$ cat src/rtl/dslot_pkg.sv
package dslot_pkg;
  typedef enum logic [2:0] {
    BK_NONE    = 3'd0,
    BK_JUMP    = 3'd1,
    BK_CBR_REL = 3'd2,
    BK_CBR_REG = 3'd3,
    BK_LNK_ABS = 3'd4,
    BK_LNK_REL = 3'd5,
    BK_LNK_REG = 3'd6
  } br_kind_e;

  localparam int KIND_W    = 3;
  localparam int SHORT_LEN = 2;
  localparam int LONG_LEN  = 4;
  localparam int SLOT_LEN  = 4;
  localparam int FLD_W     = 4;
  localparam int IMM_W     = 16;
endpackage

$ cat src/rtl/dslot_target_gen.sv
module dslot_target_gen
  import dslot_pkg::*;
#(
  parameter int ADDR_W = 32
) (
  input  br_kind_e           kind,
  input  logic [ADDR_W-1:0]  pc,
  input  logic [FLD_W-1:0]   fa,
  input  logic [FLD_W-1:0]   fb,
  input  logic [IMM_W-1:0]   imm,
  input  logic [ADDR_W-1:0]  reg_op,
  output logic [ADDR_W-1:0]  tgt
);
  localparam int OFF_W    = 32;
  localparam int LONG_EXT = OFF_W - FLD_W - IMM_W - 1;
  localparam int JUMP_EXT = OFF_W - 2 * FLD_W - 1;

  logic signed [OFF_W-1:0] off_long;
  logic signed [OFF_W-1:0] off_jump;
  logic        [OFF_W-1:0] abs_word;
  logic        [ADDR_W-1:0] reg_even;

  always_comb begin
    off_long = {{LONG_EXT{fb[FLD_W-1]}}, fb, imm, 1'b0};
    off_jump = {{JUMP_EXT{fa[FLD_W-1]}}, fa, fb, 1'b0};
    abs_word = {8'h00, fa, fb, imm} & ~32'd1;
    reg_even = reg_op & ~ADDR_W'(1);
  end

  always_comb begin
    unique case (kind)
      BK_JUMP:                tgt = pc + ADDR_W'(off_jump);
      BK_CBR_REL, BK_LNK_REL: tgt = pc + ADDR_W'(off_long);
      BK_LNK_ABS:             tgt = ADDR_W'(abs_word);
      BK_CBR_REG, BK_LNK_REG: tgt = reg_even;
      default:                tgt = pc;
    endcase
  end
endmodule

$ cat src/rtl/dslot_cond_eval.sv
module dslot_cond_eval
  import dslot_pkg::*;
#(
  parameter int CC_W    = 32,
  parameter int LC_BASE = 16,
  parameter int JC_BASE = 24
) (
  input  br_kind_e          kind,
  input  logic [FLD_W-1:0]  fa,
  input  logic [FLD_W-1:0]  fb,
  input  logic [FLD_W-1:0]  sub_op,
  input  logic              pol_set,
  input  logic [CC_W-1:0]   cc,
  output logic              taken,
  output logic              is_branch,
  output logic              is_link
);
  localparam int IDX_W = $clog2(CC_W);

  logic [IDX_W-1:0] long_idx;
  logic [IDX_W-1:0] jump_idx;
  logic             jump_nop;

  always_comb begin
    long_idx  = IDX_W'(LC_BASE) + IDX_W'(fa);
    jump_idx  = IDX_W'(JC_BASE) + IDX_W'(sub_op[2:0]);
    jump_nop  = (kind == BK_JUMP) && (sub_op == '0) && (fa == '0) && (fb == '0);
    is_branch = (kind != BK_NONE) && !jump_nop;
    is_link   = (kind == BK_LNK_ABS) || (kind == BK_LNK_REL) || (kind == BK_LNK_REG);
  end

  always_comb begin
    unique case (kind)
      BK_JUMP:                taken = !jump_nop && (cc[jump_idx] == sub_op[3]);
      BK_CBR_REL, BK_CBR_REG: taken = (cc[long_idx] == pol_set);
      BK_LNK_ABS, BK_LNK_REL,
      BK_LNK_REG:             taken = 1'b1;
      default:                taken = 1'b0;
    endcase
  end
endmodule

$ cat src/rtl/dslot_seq_ctl.sv
module dslot_seq_ctl
  import dslot_pkg::*;
#(
  parameter int                 ADDR_W    = 32,
  parameter logic [ADDR_W-1:0]  RESET_VEC = 'h1000
) (
  input  logic              clk,
  input  logic              rst,
  input  logic              step_i,
  input  logic              short_i,
  input  logic              delayed_i,
  input  logic              taken_i,
  input  logic              is_branch_i,
  input  logic              is_link_i,
  input  logic [ADDR_W-1:0] tgt_i,
  output logic [ADDR_W-1:0] fetch_addr_o,
  output logic [ADDR_W-1:0] link_val_o,
  output logic              link_we_o,
  output logic              err_o
);
  logic [ADDR_W-1:0] fetch_q, ptgt_q, link_q, seq;
  logic              pend_q, link_we_q, err_q;

  always_comb begin
    seq = fetch_q + (short_i ? ADDR_W'(SHORT_LEN) : ADDR_W'(LONG_LEN));
  end

  always_ff @(posedge clk) begin
    if (rst) begin
      fetch_q   <= RESET_VEC;
      ptgt_q    <= '0;
      pend_q    <= 1'b0;
      link_q    <= '0;
      link_we_q <= 1'b0;
      err_q     <= 1'b0;
    end else begin
      link_we_q <= 1'b0;
      err_q     <= 1'b0;
      if (step_i) begin
        if (pend_q) begin
          fetch_q <= ptgt_q;
          pend_q  <= 1'b0;
          err_q   <= is_branch_i;
        end else begin
          if (is_link_i) begin
            link_we_q <= 1'b1;
            link_q    <= delayed_i ? seq + ADDR_W'(SLOT_LEN) : seq;
          end
          if (taken_i && delayed_i) begin
            fetch_q <= seq;
            pend_q  <= 1'b1;
            ptgt_q  <= tgt_i;
          end else if (taken_i) begin
            fetch_q <= tgt_i;
          end else begin
            fetch_q <= seq;
          end
        end
      end
    end
  end

  assign fetch_addr_o = fetch_q;
  assign link_val_o   = link_q;
  assign link_we_o    = link_we_q;
  assign err_o        = err_q;
endmodule

$ cat src/rtl/dslot_branch_unit.sv
module dslot_branch_unit
  import dslot_pkg::*;
#(
  parameter int                 ADDR_W    = 32,
  parameter int                 CC_W      = 32,
  parameter int                 LC_BASE   = 16,
  parameter int                 JC_BASE   = 24,
  parameter logic [ADDR_W-1:0]  RESET_VEC = 'h1000
) (
  input  logic              clk,
  input  logic              rst,
  input  logic              step_i,
  input  logic              short_i,
  input  logic [2:0]        kind_i,
  input  logic              delayed_i,
  input  logic              pol_set_i,
  input  logic [3:0]        sub_op_i,
  input  logic [3:0]        fa_i,
  input  logic [3:0]        fb_i,
  input  logic [15:0]       imm_i,
  input  logic [ADDR_W-1:0] reg_op_i,
  input  logic [CC_W-1:0]   cc_i,
  output logic [ADDR_W-1:0] fetch_addr_o,
  output logic [ADDR_W-1:0] link_val_o,
  output logic              link_we_o,
  output logic              err_o
);
  br_kind_e          kind;
  logic [ADDR_W-1:0] tgt;
  logic              taken, is_branch, is_link;

  assign kind = br_kind_e'(kind_i);

  dslot_target_gen #(.ADDR_W(ADDR_W)) u_tgt (
    .kind(kind), .pc(fetch_addr_o), .fa(fa_i), .fb(fb_i),
    .imm(imm_i), .reg_op(reg_op_i), .tgt(tgt)
  );

  dslot_cond_eval #(.CC_W(CC_W), .LC_BASE(LC_BASE), .JC_BASE(JC_BASE)) u_cond (
    .kind(kind), .fa(fa_i), .fb(fb_i), .sub_op(sub_op_i), .pol_set(pol_set_i),
    .cc(cc_i), .taken(taken), .is_branch(is_branch), .is_link(is_link)
  );

  dslot_seq_ctl #(.ADDR_W(ADDR_W), .RESET_VEC(RESET_VEC)) u_seq (
    .clk(clk), .rst(rst), .step_i(step_i), .short_i(short_i),
    .delayed_i(delayed_i), .taken_i(taken), .is_branch_i(is_branch),
    .is_link_i(is_link), .tgt_i(tgt), .fetch_addr_o(fetch_addr_o),
    .link_val_o(link_val_o), .link_we_o(link_we_o), .err_o(err_o)
  );
endmodule

$ cat config.mk
export PLATFORM = sky130hd
export DESIGN_NAME = dslot_branch_unit
export DESIGN_NICKNAME = d
export VERILOG_FILES = /design/src/rtl/dslot_pkg.sv /design/src/rtl/dslot_target_gen.sv /design/src/rtl/dslot_cond_eval.sv /design/src/rtl/dslot_seq_ctl.sv /design/src/rtl/dslot_branch_unit.sv
export SDC_FILE = /design/constraint.sdc
export NUM_CORES = 1
export LEC_CHECK = 0
export BUFFER_PORTS_ARGS = -buffer_cell sky130_fd_sc_hd__buf_2
export CELL_PAD_IN_SITES_DETAIL_PLACEMENT = 1
export CELL_PAD_IN_SITES_GLOBAL_PLACEMENT = 1
export CORE_ASPECT_RATIO = 2
export CORE_MARGIN = 1.5
export CORE_UTILIZATION = 37
export DETAILED_ROUTE_END_ITERATION = 10
export GPL_TIMING_DRIVEN = 0
export PLACE_DENSITY_LB_ADDON = 0.1
export SLEW_MARGIN = 25
export SYNTH_ARGS = -nofsm -noshare
export SYNTH_HDL_FRONTEND = slang
export SYNTH_SLANG_ARGS = --single-unit
$ cat constraint.sdc
create_clock -name clk -period 5.21 [get_ports clk]
set_input_delay 1.3025 -clock clk [delete_from_list [all_inputs] [get_ports clk]]
set_output_delay 1.3025 -clock clk [all_outputs]
set_load 0.02 [all_outputs]
==> impl_results.html, run 1 <==
<table>
<tr><th>Metric</th><th>Value</th></tr>
<tr><th colspan="2">Run status</th></tr>
<tr><td>Run status</td><td>complete, no violations</td></tr>
<tr><th colspan="2">Global routing</th></tr>
<tr><td>Global Route Usage Sum</td><td>31.3%</td></tr>
<tr><td>Via count of the first global-routing pass</td><td>10.3k</td></tr>
<tr><td>Largest net degree at the start of global routing</td><td>16</td></tr>
<tr><td>GRT Residual Overflow</td><td>0</td></tr>
<tr><td>Number of antenna violations at the first check in global routing</td><td>2</td></tr>
<tr><td>Wire length of the first global-routing pass</td><td>58,200 um</td></tr>
<tr><th colspan="2">Detailed routing</th></tr>
<tr><td>TritonRoute pass-1 iters</td><td>5</td></tr>
<tr><td>Wire per inst</td><td>23.9 um</td></tr>
<tr><td>Number of vias in the routed layout</td><td>9,700</td></tr>
<tr><td>Remaining routing DRC violations</td><td>0</td></tr>
<tr><td>Via count normalized by instance count</td><td>6.07</td></tr>
<tr><td>First-iteration detailed-routing DRC count</td><td>366</td></tr>
<tr><td>ANT nets after route</td><td>0</td></tr>
<tr><td>Final Routed Wirelength</td><td>38,200 um</td></tr>
<tr><th colspan="2">Synthesis</th></tr>
<tr><td>Number of flops mapped to enable cells by yosys</td><td>0</td></tr>
<tr><td>Number of synthesized register bits</td><td>99</td></tr>
<tr><td>Predominant post-synthesis flop cell</td><td>dfxtp_1</td></tr>
<tr><td>Post-synthesis cell type count</td><td>74</td></tr>
<tr><td>Async set-or-reset flop fraction in the synthesized netlist</td><td>0%</td></tr>
<tr><td>Mapped Nets</td><td>1,297</td></tr>
<tr><td>Average instance area after synthesis</td><td>7.46 um^2</td></tr>
<tr><td>Sequential area share after synthesis</td><td>23.0%</td></tr>
<tr><td>Syn Inst Count</td><td>1,155</td></tr>
<tr><td>Yosys warns</td><td>0</td></tr>
<tr><td>Area of the mapped netlist</td><td>8620 um^2</td></tr>
<tr><th colspan="2">Place</th></tr>
<tr><td>Worst Setup Slack post-DPL</td><td>-1.72 ns</td></tr>
<tr><td>Final HPWL from detailed placement</td><td>31,500 um</td></tr>
<tr><td>Total of buffers placed on input and output ports</td><td>144</td></tr>
<tr><td>Count of placed standard cells including taps</td><td>1,579</td></tr>
<tr><td>Placed cell area</td><td>9690 um^2</td></tr>
<tr><td>Weighted congestion at the end of routability-driven global placement</td><td>0.936</td></tr>
<tr><th colspan="2">STA</th></tr>
<tr><td>Final clock skew</td><td>0.00665 ns</td></tr>
<tr><td>Final Setup Violations</td><td>0</td></tr>
<tr><td>Pin slew with the least headroom to its limit</td><td>1.01 ns</td></tr>
<tr><td>Min Tclk post-route</td><td>5.04 ns</td></tr>
<tr><td>Worst hold slack</td><td>0.450 ns</td></tr>
<tr><td>Worst-case headroom to the max-slew limit</td><td>32.7%</td></tr>
<tr><td>Number of max-slew violations in the final report</td><td>0</td></tr>
<tr><td>Period Utilization, post-route</td><td>96.7%</td></tr>
<tr><td>Count of final hold-check violations</td><td>0</td></tr>
<tr><td>Fin worst setup slack</td><td>0.172 ns</td></tr>
<tr><td>Max Clk Rate</td><td>198 MHz</td></tr>
<tr><th colspan="2">Layout</th></tr>
<tr><td>Sequential cell area</td><td>1980 um^2</td></tr>
<tr><td>Nets</td><td>1,453</td></tr>
<tr><td>Layout-stage area growth over the synthesis result</td><td>17.7%</td></tr>
<tr><td>Share of layout cells above drive strength 1</td><td>16.9%</td></tr>
<tr><td>Design area</td><td>10,200 um^2</td></tr>
<tr><td>Layout Utilization</td><td>44.6%</td></tr>
<tr><td>Number of non-filler instances in the completed layout</td><td>1,598</td></tr>
<tr><td>Footprint of the multi-input gates</td><td>6350 um^2</td></tr>
<tr><td>Fill cell count</td><td>2,943</td></tr>
<tr><th colspan="2">Pwr</th></tr>
<tr><td>Switch share</td><td>39.3%</td></tr>
<tr><td>Cell-internal power</td><td>1.53 mW</td></tr>
<tr><td>P_leak</td><td>4.15 nW</td></tr>
<tr><td>Net Switching</td><td>0.993 mW</td></tr>
<tr><td>Power density over the cells</td><td>249 nW/um^2</td></tr>
<tr><td>Gate power share</td><td>38.2%</td></tr>
<tr><td>Clock network power share</td><td>27.8%</td></tr>
<tr><td>Maximum vdd drop</td><td>0.000218 V</td></tr>
<tr><td>Sequential share of power</td><td>34.0%</td></tr>
<tr><th colspan="2">Critical path</th></tr>
<tr><td>Largest stage delay, worst path</td><td>0.37 ns</td></tr>
<tr><td>Cell with the largest stage delay on the worst path</td><td>a21oi_1</td></tr>
<tr><td>Data arrival time of the critical path</td><td>5.32 ns</td></tr>
<tr><td>Critical path start-end classification</td><td>in -&gt; reg</td></tr>
<tr><td>Critical path peak fanout</td><td>10</td></tr>
<tr><td>Destination of the worst register-to-register timing path</td><td>u_seq.link_val_o[28]$_SDFFE_PP0P_</td></tr>
<tr><td>Cells along the critical path</td><td>clkbuf_2, nand2b_1, o22ai_1, buf_4, clkbuf_4, a21o_1, ha_1, clkbuf_1, a21oi_1, o21ai_0, a31oi_4, o21ai_0, a21oi_1, and4_1, nor3_1, a211o_1, a311oi_1</td></tr>
<tr><td>Critical register-to-register path startpoint</td><td>u_seq.fetch_addr_o[1]$_SDFFE_PP0P_</td></tr>
<tr><td>Type of element capturing the critical path</td><td>flop</td></tr>
<tr><td>R2R depth</td><td>13</td></tr>
<tr><td>Startpoint types</td><td>input port</td></tr>
<tr><td>R2r setup slk</td><td>0.87 ns</td></tr>
<tr><td>Data required, critical path</td><td>5.49 ns</td></tr>
<tr><th colspan="2">CTS</th></tr>
<tr><td>CTS hold repair buffers</td><td>0</td></tr>
<tr><td>H-tree depth</td><td>3</td></tr>
<tr><td>Cts bufs inserted</td><td>9</td></tr>
<tr><td>Root Driver</td><td>clkbuf_16</td></tr>
<tr><td>TritonCTS sink count</td><td>99</td></tr>
<tr><td>Clock insertion delay at the later pin of the skew report</td><td>0.37 ns</td></tr>
<tr><td>TritonCTS clock tree</td><td>built</td></tr>
<tr><td>Maximum root-to-sink buffer count</td><td>2</td></tr>
<tr><td>Clk pin slew, worst setup/hold paths</td><td>0.07 ns</td></tr>
<tr><th colspan="2">Die</th></tr>
<tr><td>Number of ports placed on the die boundary</td><td>167</td></tr>
<tr><td>Placeable core region</td><td>22,700 um^2</td></tr>
<tr><td>Initial core utilization</td><td>37.9%</td></tr>
<tr><td>Std cell rows</td><td>78</td></tr>
<tr><td>Die area</td><td>24,300 um^2</td></tr>
<tr><td>Die span in y</td><td>219 um</td></tr>
<tr><td>Die width</td><td>111 um</td></tr>
<tr><th colspan="2">Hold path</th></tr>
<tr><td>Class of the worst hold path</td><td>reg -&gt; reg</td></tr>
<tr><td>Worst Min Path Start</td><td>u_seq.link_val_o[26]$_SDFFE_PP0P_</td></tr>
<tr><td>Number of cells traversed by the worst hold path</td><td>2</td></tr>
<tr><td>Hold worst-path end</td><td>u_seq.link_val_o[26]$_SDFFE_PP0P_</td></tr>
<tr><th colspan="2">Flow run</th></tr>
<tr><td>Max-capacitance violation count</td><td>0</td></tr>
</table>
-- cells in the final DEF (no fill, tap or decap), drive strengths merged, types with 5 or more instances in the layout --
cell type and n:
mux2 11, and2 10, or3 18, a21o 35, a31oi 9, clkbuf 76
o21a 6, inv 20, a221o 5, xnor2 41, o211ai 8, dfxtp 99
buf 167, o21ai 60, nand2b 11, a311oi 8, and3 9, xor2 29
nand2 154, a22oi 11, mux4 7, nor3 27, nand4 12, a211oi 34
nand3 46, nor3b 6, mux2i 43, o22ai 13, nor2 106, a21oi 80
o21bai 9, a221oi 22, ha 39, and4 6, nor4 11
-- sequential cells by signal (all words and copies together) (netlist names) --
name,cells
u_seq.fetch_addr_o,32
u_seq.link_val_o,32
u_seq.ptgt_q,32
u_seq.err_o,1
u_seq.link_we_o,1
u_seq.pend_q,1
-- power groups by stage --
| stage | clock, mW | sequential, mW | combinational, mW |
|---|---|---|---|
| final | 0.702 | 0.859 | 0.964 |
| after global routing | 0.737 | 0.864 | 1.04 |
| after CTS | 0.708 | 0.857 | 0.945 |
| after detailed placement | 0 | 0.874 | 0.923 |
| after global placement | 0 | 0.873 | 0.905 |
| after floorplan | 0 | 0.885 | 0.585 |
-- critical path: cells and delay by family --
family	cells	cell delay, ns
AOI/OAI and AO/OA	9	2.29
buffers and inverters	4	0.90
and+or+nand+nor	3	0.60
adders and majority gates	1	0.21
-- cell type report --
type                    count  area share (%)
plain buffers              85            3.50
repair buffers            146            7.25
inverters                  21           0.789
diodes                      2          0.0493
flip-flops and latches     99            19.5
well taps                 280            3.45
clock inverters             4           0.493
multi-input cells         949            62.5
clock buffers              12            2.43
-- per-layer routing --
metal,track usage [%],vias to the layer above,wire length [um]
met3,2.84,134,1360
met2,59.7,332,20300
li1,-,4565,-
met5,0,-,0
met1,31.1,4669,13700
met4,23.2,0,2830
-- stage by stage --
step           TNS [ns]  power (mW)
6_report              0        2.53
5_1_grt         -0.0158        2.64
4_1_cts               0        2.51
3_5_place_dp     -57.27        1.80
3_3_place_gp     -55.98        1.78
2_1_floorplan         0        1.47
-- how the worst max path moves through the flow --
stage	from	slack (ns)	endpoint
2_1_floorplan	kind_i[2]	0.06	u_seq.ptgt_q[28]$_SDFFE_PP0P_
3_5_place_dp	kind_i[2]	-1.72	u_seq.fetch_addr_o[24]$_SDFFE_PP0P_
4_1_cts	kind_i[1]	0.002	u_seq.ptgt_q[31]$_SDFFE_PP0P_
3_3_place_gp	kind_i[2]	-1.69	u_seq.fetch_addr_o[24]$_SDFFE_PP0P_
6_report	kind_i[2]	0.17	u_seq.fetch_addr_o[19]$_SDFFE_PP0P_
5_1_grt	kind_i[2]	-0.02	u_seq.fetch_addr_o[29]$_SDFFE_PP0P_
-- kinds of logic (layout without fill, tap and decap cells) --
kind of cell | after synthesis | after routing | synth area share (%)
other | 0 | 2 | 0
muxes | 61 | 61 | 8.26
AOI/OAI and AO/OA | 344 | 344 | 27.0
buffers and inverters | 107 | 268 | 4.95
DFF | 99 | 99 | 23.0
adders and majority gates | 41 | 41 | 6.12
and+or+nand+nor | 433 | 433 | 23.6
xor gates and xnor gates | 70 | 70 | 7.11
-- cell usage after synthesis, types with 11 or more instances --
library cell	count	area, um^2
nor3_1	26	130
o21ai_0	58	290
a221oi_1	22	193
xor2_1	29	254
or3_1	18	113
dfxtp_1	99	1980
a22oi_1	11	82.6
nand3_1	45	225
a211oi_1	34	255
a21oi_1	80	400
nand2b_1	11	68.8
o22ai_1	13	81.3
nand4_1	11	68.8
inv_1	19	71.3
clkbuf_1	66	248
mux2_2	11	124
xnor2_1	41	359
mux2i_1	43	430
ha_1	39	488
nand2_1	154	578
a21o_1	35	263
nor2_1	106	398
-- repair_timing --
action	in CTS	in global routing
gates cloned	0	0
buffers inserted	2	0
setup endpoints to repair	45	34
pin swaps	3	1
gates resized for setup	20	15
No activity file was read; power rests on OpenSTA's default activity.
==> inputs of run 2 (changes only) <==
Settings changed: CAP_MARGIN from default to 20, CORE_UTILIZATION 37 to 41, MAX_ROUTING_LAYER from default to met4.
Clock period 5.21 ns to 5.3 ns, I/O delays scaled along.
==> impl_results.html, run 2 (synthesis results as in run 1) <==
<table>
<tr><th>Metric</th><th>Value</th></tr>
<tr><th colspan="2">Die</th></tr>
<tr><td>Placeable core region</td><td>20,600 um^2</td></tr>
<tr><td>Die width</td><td>106 um</td></tr>
<tr><td>Die area</td><td>22,000 um^2</td></tr>
<tr><td>Initial core utilization</td><td>41.9%</td></tr>
<tr><td>Die span in y</td><td>208 um</td></tr>
<tr><td>Number of ports placed on the die boundary</td><td>167</td></tr>
<tr><td>Std cell rows</td><td>74</td></tr>
<tr><th colspan="2">STA</th></tr>
<tr><td>Count of final hold-check violations</td><td>0</td></tr>
<tr><td>Max Clk Rate</td><td>194 MHz</td></tr>
<tr><td>Period Utilization, post-route</td><td>97.2%</td></tr>
<tr><td>Pin slew with the least headroom to its limit</td><td>0.926 ns</td></tr>
<tr><td>Final clock skew</td><td>0.00924 ns</td></tr>
<tr><td>Final Setup Violations</td><td>0</td></tr>
<tr><td>Number of max-slew violations in the final report</td><td>0</td></tr>
<tr><td>Worst-case headroom to the max-slew limit</td><td>37.7%</td></tr>
<tr><td>TNS Setup</td><td>0 ns</td></tr>
<tr><td>Min Tclk post-route</td><td>5.15 ns</td></tr>
<tr><td>RSZ-0062 raised after global routing</td><td>no</td></tr>
<tr><th colspan="2">Global routing</th></tr>
<tr><td>Wire length of the first global-routing pass</td><td>57,800 um</td></tr>
<tr><td>GRT Residual Overflow</td><td>0</td></tr>
<tr><td>Largest net degree at the start of global routing</td><td>16</td></tr>
<tr><td>Via count of the first global-routing pass</td><td>10.4k</td></tr>
<tr><td>Number of antenna violations at the first check in global routing</td><td>1</td></tr>
<tr><td>Global Route Usage Sum</td><td>35.3%</td></tr>
<tr><th colspan="2">Critical path</th></tr>
<tr><td>Critical path peak fanout</td><td>10</td></tr>
<tr><td>R2r setup slk</td><td>0.97 ns</td></tr>
<tr><td>Critical path start-end classification</td><td>in -&gt; reg</td></tr>
<tr><td>Cell with the largest stage delay on the worst path</td><td>a211oi_2</td></tr>
<tr><td>Worst Setup EP</td><td>u_seq.fetch_addr_o[22]$_SDFFE_PP0P_</td></tr>
<tr><td>Crit. path cell count</td><td>17</td></tr>
<tr><td>Startpoint types</td><td>input port</td></tr>
<tr><td>Cell type group with the largest total delay on the critical path</td><td>compound AO/OA/AOI/OAI gates</td></tr>
<tr><td>R2R depth</td><td>13</td></tr>
<tr><td>Cells along the critical path</td><td>buf_2, nor2b_2, a211oi_2, clkbuf_2, a21o_1, ha_1, clkbuf_1, a21oi_1, nand2_1, a221oi_1, buf_2, a31oi_1, nor2_1, xnor2_1, a221oi_1, or3_1, a41oi_1</td></tr>
<tr><td>Data required, critical path</td><td>5.58 ns</td></tr>
<tr><td>Worst path bufs/invs</td><td>4</td></tr>
<tr><td>Critical register-to-register path startpoint</td><td>u_seq.fetch_addr_o[1]$_SDFFE_PP0P_</td></tr>
<tr><td>Destination of the worst register-to-register timing path</td><td>u_seq.link_val_o[28]$_SDFFE_PP0P_</td></tr>
<tr><td>Data arrival time of the critical path</td><td>5.43 ns</td></tr>
<tr><td>Largest stage delay, worst path</td><td>0.55 ns</td></tr>
<tr><td>CP startpoint</td><td>kind_i[0]</td></tr>
<tr><td>Type of element capturing the critical path</td><td>flop</td></tr>
<tr><th colspan="2">CTS</th></tr>
<tr><td>CTS hold repair buffers</td><td>0</td></tr>
<tr><td>Maximum root-to-sink buffer count</td><td>2</td></tr>
<tr><td>Clock insertion delay at the later pin of the skew report</td><td>0.37 ns</td></tr>
<tr><td>H-tree depth</td><td>3</td></tr>
<tr><td>TritonCTS clock tree</td><td>built</td></tr>
<tr><td>Cts bufs inserted</td><td>9</td></tr>
<tr><td>Clk pin slew, worst setup/hold paths</td><td>0.07 ns</td></tr>
<tr><td>TritonCTS sink count</td><td>99</td></tr>
<tr><td>Root Driver</td><td>clkbuf_16</td></tr>
<tr><th colspan="2">Layout</th></tr>
<tr><td>Layout-stage area growth over the synthesis result</td><td>16.8%</td></tr>
<tr><td>Top library cells by usage in the layout, fill and taps aside</td><td>nand2_1, buf_2, nor2_1</td></tr>
<tr><td>Share of layout cells above drive strength 1</td><td>16.4%</td></tr>
<tr><td>Design area</td><td>10,100 um^2</td></tr>
<tr><td>Most common cell after layout, fill and taps aside</td><td>nand2_1</td></tr>
<tr><td>Fill cell count</td><td>2,715</td></tr>
<tr><td>Nets</td><td>1,454</td></tr>
<tr><th colspan="2">Pwr</th></tr>
<tr><td>Power density over the cells</td><td>247 nW/um^2</td></tr>
<tr><td>P_leak</td><td>4.14 nW</td></tr>
<tr><td>Maximum vdd drop</td><td>0.000186 V</td></tr>
<tr><th colspan="2">Detailed routing</th></tr>
<tr><td>Final Routed Wirelength</td><td>37,400 um</td></tr>
<tr><td>Number of vias in the routed layout</td><td>9,758</td></tr>
<tr><td>First-iteration detailed-routing DRC count</td><td>382</td></tr>
<tr><td>Wire per inst</td><td>23.7 um</td></tr>
<tr><td>Remaining routing DRC violations</td><td>0</td></tr>
<tr><td>ANT nets after route</td><td>0</td></tr>
<tr><td>TritonRoute pass-1 iters</td><td>7</td></tr>
<tr><td>Via count normalized by instance count</td><td>6.17</td></tr>
<tr><th colspan="2">Place</th></tr>
<tr><td>Total of buffers placed on input and output ports</td><td>144</td></tr>
<tr><td>Weighted congestion at the end of routability-driven global placement</td><td>0.976</td></tr>
<tr><td>Final HPWL from detailed placement</td><td>30,800 um</td></tr>
<tr><td>Placed cell area</td><td>9680 um^2</td></tr>
<tr><th colspan="2">Hold path</th></tr>
<tr><td>Class of the worst hold path</td><td>reg -&gt; reg</td></tr>
<tr><th colspan="2">Flow run</th></tr>
<tr><td>Max-capacitance violation count</td><td>0</td></tr>
<tr><th colspan="2">Run status</th></tr>
<tr><td>Run status</td><td>complete, no violations</td></tr>
</table>
## run 2: changes by cell type in the layout (fill, tap and decap cells not counted), sizes merged
cell      delta
clkbuf       -3
inv          +1
buf          +1
diode        -1
clkinvlp     -2
bufinv       +1
## run 2: power by group
part / switching (mW) / leakage (nW) / internal, mW
clock: 0.300 / 0.148 / 0.408
combinational: 0.601 / 3.19 / 0.335
sequential: 0.0579 / 0.808 / 0.787
## run 2: repair_timing
item / in CTS / in global routing
hold endpoints to repair: 0 / 0
pin swaps: 1 / 0
setup buffers: 2 / 0
gates resized for setup: 12 / 14
setup endpoints to repair: 42 / 30
## run 2: worst min path at each step
stage	start	end	cells after the start
floorplan	u_seq.ptgt_q[27]$_SDFFE_PP0P_	u_seq.ptgt_q[27]$_SDFFE_PP0P_	2
global placement	u_seq.link_val_o[20]$_SDFFE_PP0P_	u_seq.link_val_o[20]$_SDFFE_PP0P_	2
detailed placement	u_seq.link_val_o[29]$_SDFFE_PP0P_	u_seq.link_val_o[29]$_SDFFE_PP0P_	2
CTS	u_seq.link_val_o[29]$_SDFFE_PP0P_	u_seq.link_val_o[29]$_SDFFE_PP0P_	2
global route	u_seq.link_val_o[15]$_SDFFE_PP0P_	u_seq.link_val_o[15]$_SDFFE_PP0P_	2
finish	u_seq.link_val_o[29]$_SDFFE_PP0P_	u_seq.link_val_o[29]$_SDFFE_PP0P_	2
## run 2: worst register-to-register path: stages (launching register included)
cell	delay (ns)
dfxtp_1	0.45
ha_1	0.24
inv_1	0.06
fa_1	0.49
and3b_1	0.25
clkbuf_1	0.21
nand3_1	0.20
or3_1	0.36
a222oi_1	0.57
nand4_2	0.41
or4_4	0.63
nor3_1	0.13
nand3b_1	0.12
a21oi_1	0.06
## run 2: cell type report
type	instances	area (um^2)	share of cell area, %
antenna	1	2.50	0.0248
buffer	85	355	3.53
clock buffer	9	225	2.24
clock inverter	4	77.6	0.770
inverter	21	80.1	0.795
multi-input combinational	949	6280	62.3
sequential	99	1980	19.7
tap	266	333	3.30
timing repair buffer	147	741	7.35
## run 2: through the flow
step	worst slack (ns)	hold WS (ns)	instances	total power, mW	util (%)
after floorplan	0.126	0.450	1155	1.44	-
after global placement	-1.65	0.437	1565	1.74	47.1
after detailed placement	-1.35	0.443	1566	1.77	47.1
after CTS	0.0451	0.450	1581	2.48	48.8
after global routing	0.0186	0.465	1581	2.60	49.0
final	0.149	0.450	1581	2.49	49.0
## run 2: routing by layer
| metal | part of all wire (%) | track usage [%] |
|---|---|---|
| met1 | 36 | 34.5 |
| met2 | 53 | 64.7 |
| met3 | 3.7 | 3.23 |
| met4 | 7.6 | 24.3 |
| met5 | 0 | - |
==> inputs of run 3 (changes only) <==
--- a/config.mk
+++ b/config.mk
@@ -12,5 +12,5 @@
 export CORE_ASPECT_RATIO = 2
 export CORE_MARGIN = 1.5
-export CORE_UTILIZATION = 41
+export CORE_UTILIZATION = 44
 export DETAILED_ROUTE_END_ITERATION = 10
 export GPL_TIMING_DRIVEN = 0
==> constraint.sdc (replaced) <==
create_clock -name clk -period 6.1 [get_ports clk]
set_input_delay 0.305 -clock clk [delete_from_list [all_inputs] [get_ports clk]]
set_output_delay 0.305 -clock clk [all_outputs]
set_load 0.02 [all_outputs]
==> impl_results.html, run 3 (synthesis results as in run 1) <==
<table>
<tr><th>Metric</th><th>Value</th></tr>
<tr><th colspan="2">CTS</th></tr>
<tr><td>Maximum root-to-sink buffer count</td><td>2</td></tr>
<tr><td>TritonCTS clock tree</td><td>built</td></tr>
<tr><td>Clock insertion delay at the later pin of the skew report</td><td>0.36 ns</td></tr>
<tr><td>CTS hold repair buffers</td><td>0</td></tr>
<tr><td>Cts bufs inserted</td><td>9</td></tr>
<tr><td>Clk pin slew, worst setup/hold paths</td><td>0.07 ns</td></tr>
<tr><td>H-tree depth</td><td>3</td></tr>
<tr><td>Root Driver</td><td>clkbuf_16</td></tr>
<tr><td>Setup fix buffers added after clock tree synthesis</td><td>0</td></tr>
<tr><td>Gates resized, CTS repair</td><td>0</td></tr>
<tr><td>TritonCTS sink count</td><td>99</td></tr>
<tr><th colspan="2">Flow run</th></tr>
<tr><td>Max-capacitance violation count</td><td>0</td></tr>
<tr><th colspan="2">Pwr</th></tr>
<tr><td>Maximum vdd drop</td><td>0.000153 V</td></tr>
<tr><td>Sequential share of power</td><td>35.0%</td></tr>
<tr><td>Clock network power share</td><td>26.4%</td></tr>
<tr><td>Switch share</td><td>40.4%</td></tr>
<tr><td>Cell-internal power</td><td>1.25 mW</td></tr>
<tr><td>Net Switching</td><td>0.848 mW</td></tr>
<tr><td>Power density over the cells</td><td>211 nW/um^2</td></tr>
<tr><td>P_leak</td><td>4.09 nW</td></tr>
<tr><td>Gate power share</td><td>38.6%</td></tr>
<tr><th colspan="2">STA</th></tr>
<tr><td>RSZ-0062 raised after global routing</td><td>no</td></tr>
<tr><td>Count of final hold-check violations</td><td>0</td></tr>
<tr><td>Final clock skew</td><td>0.00934 ns</td></tr>
<tr><td>Period Utilization, post-route</td><td>87.3%</td></tr>
<tr><td>TNS Setup</td><td>0 ns</td></tr>
<tr><td>Max Clk Rate</td><td>188 MHz</td></tr>
<tr><td>Pin slew with the least headroom to its limit</td><td>0.929 ns</td></tr>
<tr><td>Min Tclk post-route</td><td>5.32 ns</td></tr>
<tr><td>Worst-case headroom to the max-slew limit</td><td>37.5%</td></tr>
<tr><td>Final Setup Violations</td><td>0</td></tr>
<tr><td>Number of max-slew violations in the final report</td><td>0</td></tr>
<tr><th colspan="2">Layout</th></tr>
<tr><td>Design area</td><td>9960 um^2</td></tr>
<tr><td>Layout-stage area growth over the synthesis result</td><td>15.5%</td></tr>
<tr><td>Most common cell after layout, fill and taps aside</td><td>nand2_1</td></tr>
<tr><td>Share of layout cells above drive strength 1</td><td>15.1%</td></tr>
<tr><td>Fill cell count</td><td>2,575</td></tr>
<tr><td>Top library cells by usage in the layout, fill and taps aside</td><td>nand2_1, buf_2, nor2_1</td></tr>
<tr><td>Nets</td><td>1,453</td></tr>
<tr><th colspan="2">Die</th></tr>
<tr><td>Std cell rows</td><td>72</td></tr>
<tr><td>Initial core utilization</td><td>44.7%</td></tr>
<tr><td>Die area</td><td>20,500 um^2</td></tr>
<tr><td>Die width</td><td>102 um</td></tr>
<tr><td>Placeable core region</td><td>19,300 um^2</td></tr>
<tr><td>Die span in y</td><td>201 um</td></tr>
<tr><td>Number of ports placed on the die boundary</td><td>167</td></tr>
<tr><th colspan="2">Critical path</th></tr>
<tr><td>Data required, critical path</td><td>6.32 ns</td></tr>
<tr><td>Critical path start-end classification</td><td>in -&gt; reg</td></tr>
<tr><td>Destination of the worst register-to-register timing path</td><td>u_seq.link_val_o[30]$_SDFFE_PP0P_</td></tr>
<tr><td>Data arrival time of the critical path</td><td>5.54 ns</td></tr>
<tr><td>Type of element capturing the critical path</td><td>flop</td></tr>
<tr><td>Critical register-to-register path startpoint</td><td>u_seq.fetch_addr_o[2]$_SDFFE_PP0P_</td></tr>
<tr><td>Startpoint types</td><td>input port</td></tr>
<tr><td>R2R depth</td><td>12</td></tr>
<tr><td>R2r setup slk</td><td>1.51 ns</td></tr>
<tr><td>Critical path peak fanout</td><td>10</td></tr>
<tr><th colspan="2">Hold path</th></tr>
<tr><td>Hold worst-path end</td><td>u_seq.ptgt_q[30]$_SDFFE_PP0P_</td></tr>
<tr><td>Class of the worst hold path</td><td>in -&gt; reg</td></tr>
<tr><td>Number of cells traversed by the worst hold path</td><td>3</td></tr>
<tr><td>Worst Min Path Start</td><td>reg_op_i[30]</td></tr>
<tr><th colspan="2">Global routing</th></tr>
<tr><td>Via count of the first global-routing pass</td><td>10.2k</td></tr>
<tr><td>Global Route Usage Sum</td><td>38.1%</td></tr>
<tr><td>Wire length of the first global-routing pass</td><td>57,200 um</td></tr>
<tr><td>Number of antenna violations at the first check in global routing</td><td>2</td></tr>
<tr><td>GRT Residual Overflow</td><td>0</td></tr>
<tr><td>Largest net degree at the start of global routing</td><td>18</td></tr>
<tr><th colspan="2">Place</th></tr>
<tr><td>Total of buffers placed on input and output ports</td><td>144</td></tr>
<tr><td>Weighted congestion at the end of routability-driven global placement</td><td>0.963</td></tr>
<tr><td>Placed cell area</td><td>9670 um^2</td></tr>
<tr><td>Final HPWL from detailed placement</td><td>30,800 um</td></tr>
<tr><th colspan="2">Detailed routing</th></tr>
<tr><td>Final Routed Wirelength</td><td>37,400 um</td></tr>
<tr><td>Number of vias in the routed layout</td><td>9,834</td></tr>
<tr><td>First-iteration detailed-routing DRC count</td><td>443</td></tr>
<tr><td>Via count normalized by instance count</td><td>6.24</td></tr>
<tr><td>ANT nets after route</td><td>0</td></tr>
<tr><td>Wire per inst</td><td>23.7 um</td></tr>
<tr><td>Remaining routing DRC violations</td><td>0</td></tr>
<tr><td>TritonRoute pass-1 iters</td><td>5</td></tr>
<tr><th colspan="2">Run status</th></tr>
<tr><td>Run status</td><td>complete, no violations</td></tr>
</table>
-- run 3: worst max-delay path by stage --
stage	startpoint	end	slack, ns
final	kind_i[2]	u_seq.fetch_addr_o[15]$_SDFFE_PP0P_	0.78
after global routing	kind_i[2]	u_seq.fetch_addr_o[15]$_SDFFE_PP0P_	0.46
after CTS	kind_i[2]	u_seq.fetch_addr_o[24]$_SDFFE_PP0P_	0.88
after detailed placement	kind_i[2]	u_seq.fetch_addr_o[24]$_SDFFE_PP0P_	0.53
after global placement	kind_i[2]	u_seq.fetch_addr_o[24]$_SDFFE_PP0P_	0.10
after floorplan	kind_i[2]	u_seq.ptgt_q[28]$_SDFFE_PP0P_	1.95
-- run 3: area by class of cell --
type / count / area [um^2] / area share (%)
Clock buffer: 10 / 229 / 2.30
Clock inverter: 6 / 50.0 / 0.503
Buffer: 86 / 348 / 3.49
Tap cell: 259 / 324 / 3.25
Inverter: 21 / 78.8 / 0.792
Multi-Input combinational cell: 949 / 6210 / 62.4
Antenna cell: 2 / 5.00 / 0.0503
Sequential cell: 99 / 1980 / 19.9
Timing Repair Buffer: 145 / 726 / 7.29
-- run 3: critical path, cell delays in order --
cell and delay, ns:
clkbuf_1 0.30, clkinv_1 0.42, o22ai_1 0.30, clkbuf_1 0.49, clkbuf_1 0.51, a21o_1 0.21, ha_1 0.22, clkbuf_1 0.19
a21oi_1 0.22, o21ai_0 0.12, a31oi_1 0.61, o21ai_0 0.29, a21oi_1 0.46, xnor2_1 0.13, a221oi_1 0.49, o31a_1 0.19
a311oi_1 0.08
-- run 3: layer usage --
| layer | track usage [%] | vias to the layer above | routed length, um |
|---|---|---|---|
| met5 | - | - | 0 |
| met4 | 28.7 | 0 | 3290 |
| li1 | - | 4573 | - |
| met2 | 66.8 | 357 | 19600 |
| met1 | 37.1 | 4758 | 13200 |
| met3 | 4.04 | 146 | 1340 |
-- run 3: power by group through the flow --
stage	combinational [mW]	sequential, mW	clock (mW)
2_1_floorplan	0.499	0.756	0
3_3_place_gp	0.777	0.746	0
3_5_place_dp	0.794	0.747	0
4_1_cts	0.798	0.733	0.561
5_1_grt	0.874	0.738	0.582
6_report	0.810	0.735	0.554
-- run 3: stage by stage --
step	power [mW]	instances	hold slack (ns)	utilization (%)	setup WS, ns
floorplan	1.26	1155	0.450	-	1.95
global placement	1.52	1558	0.437	50.1	0.102
detailed placement	1.54	1559	0.444	50.2	0.527
CTS	2.09	1575	0.295	51.6	0.881
global route	2.19	1577	0.315	51.6	0.462
finish	2.10	1577	0.310	51.6	0.775
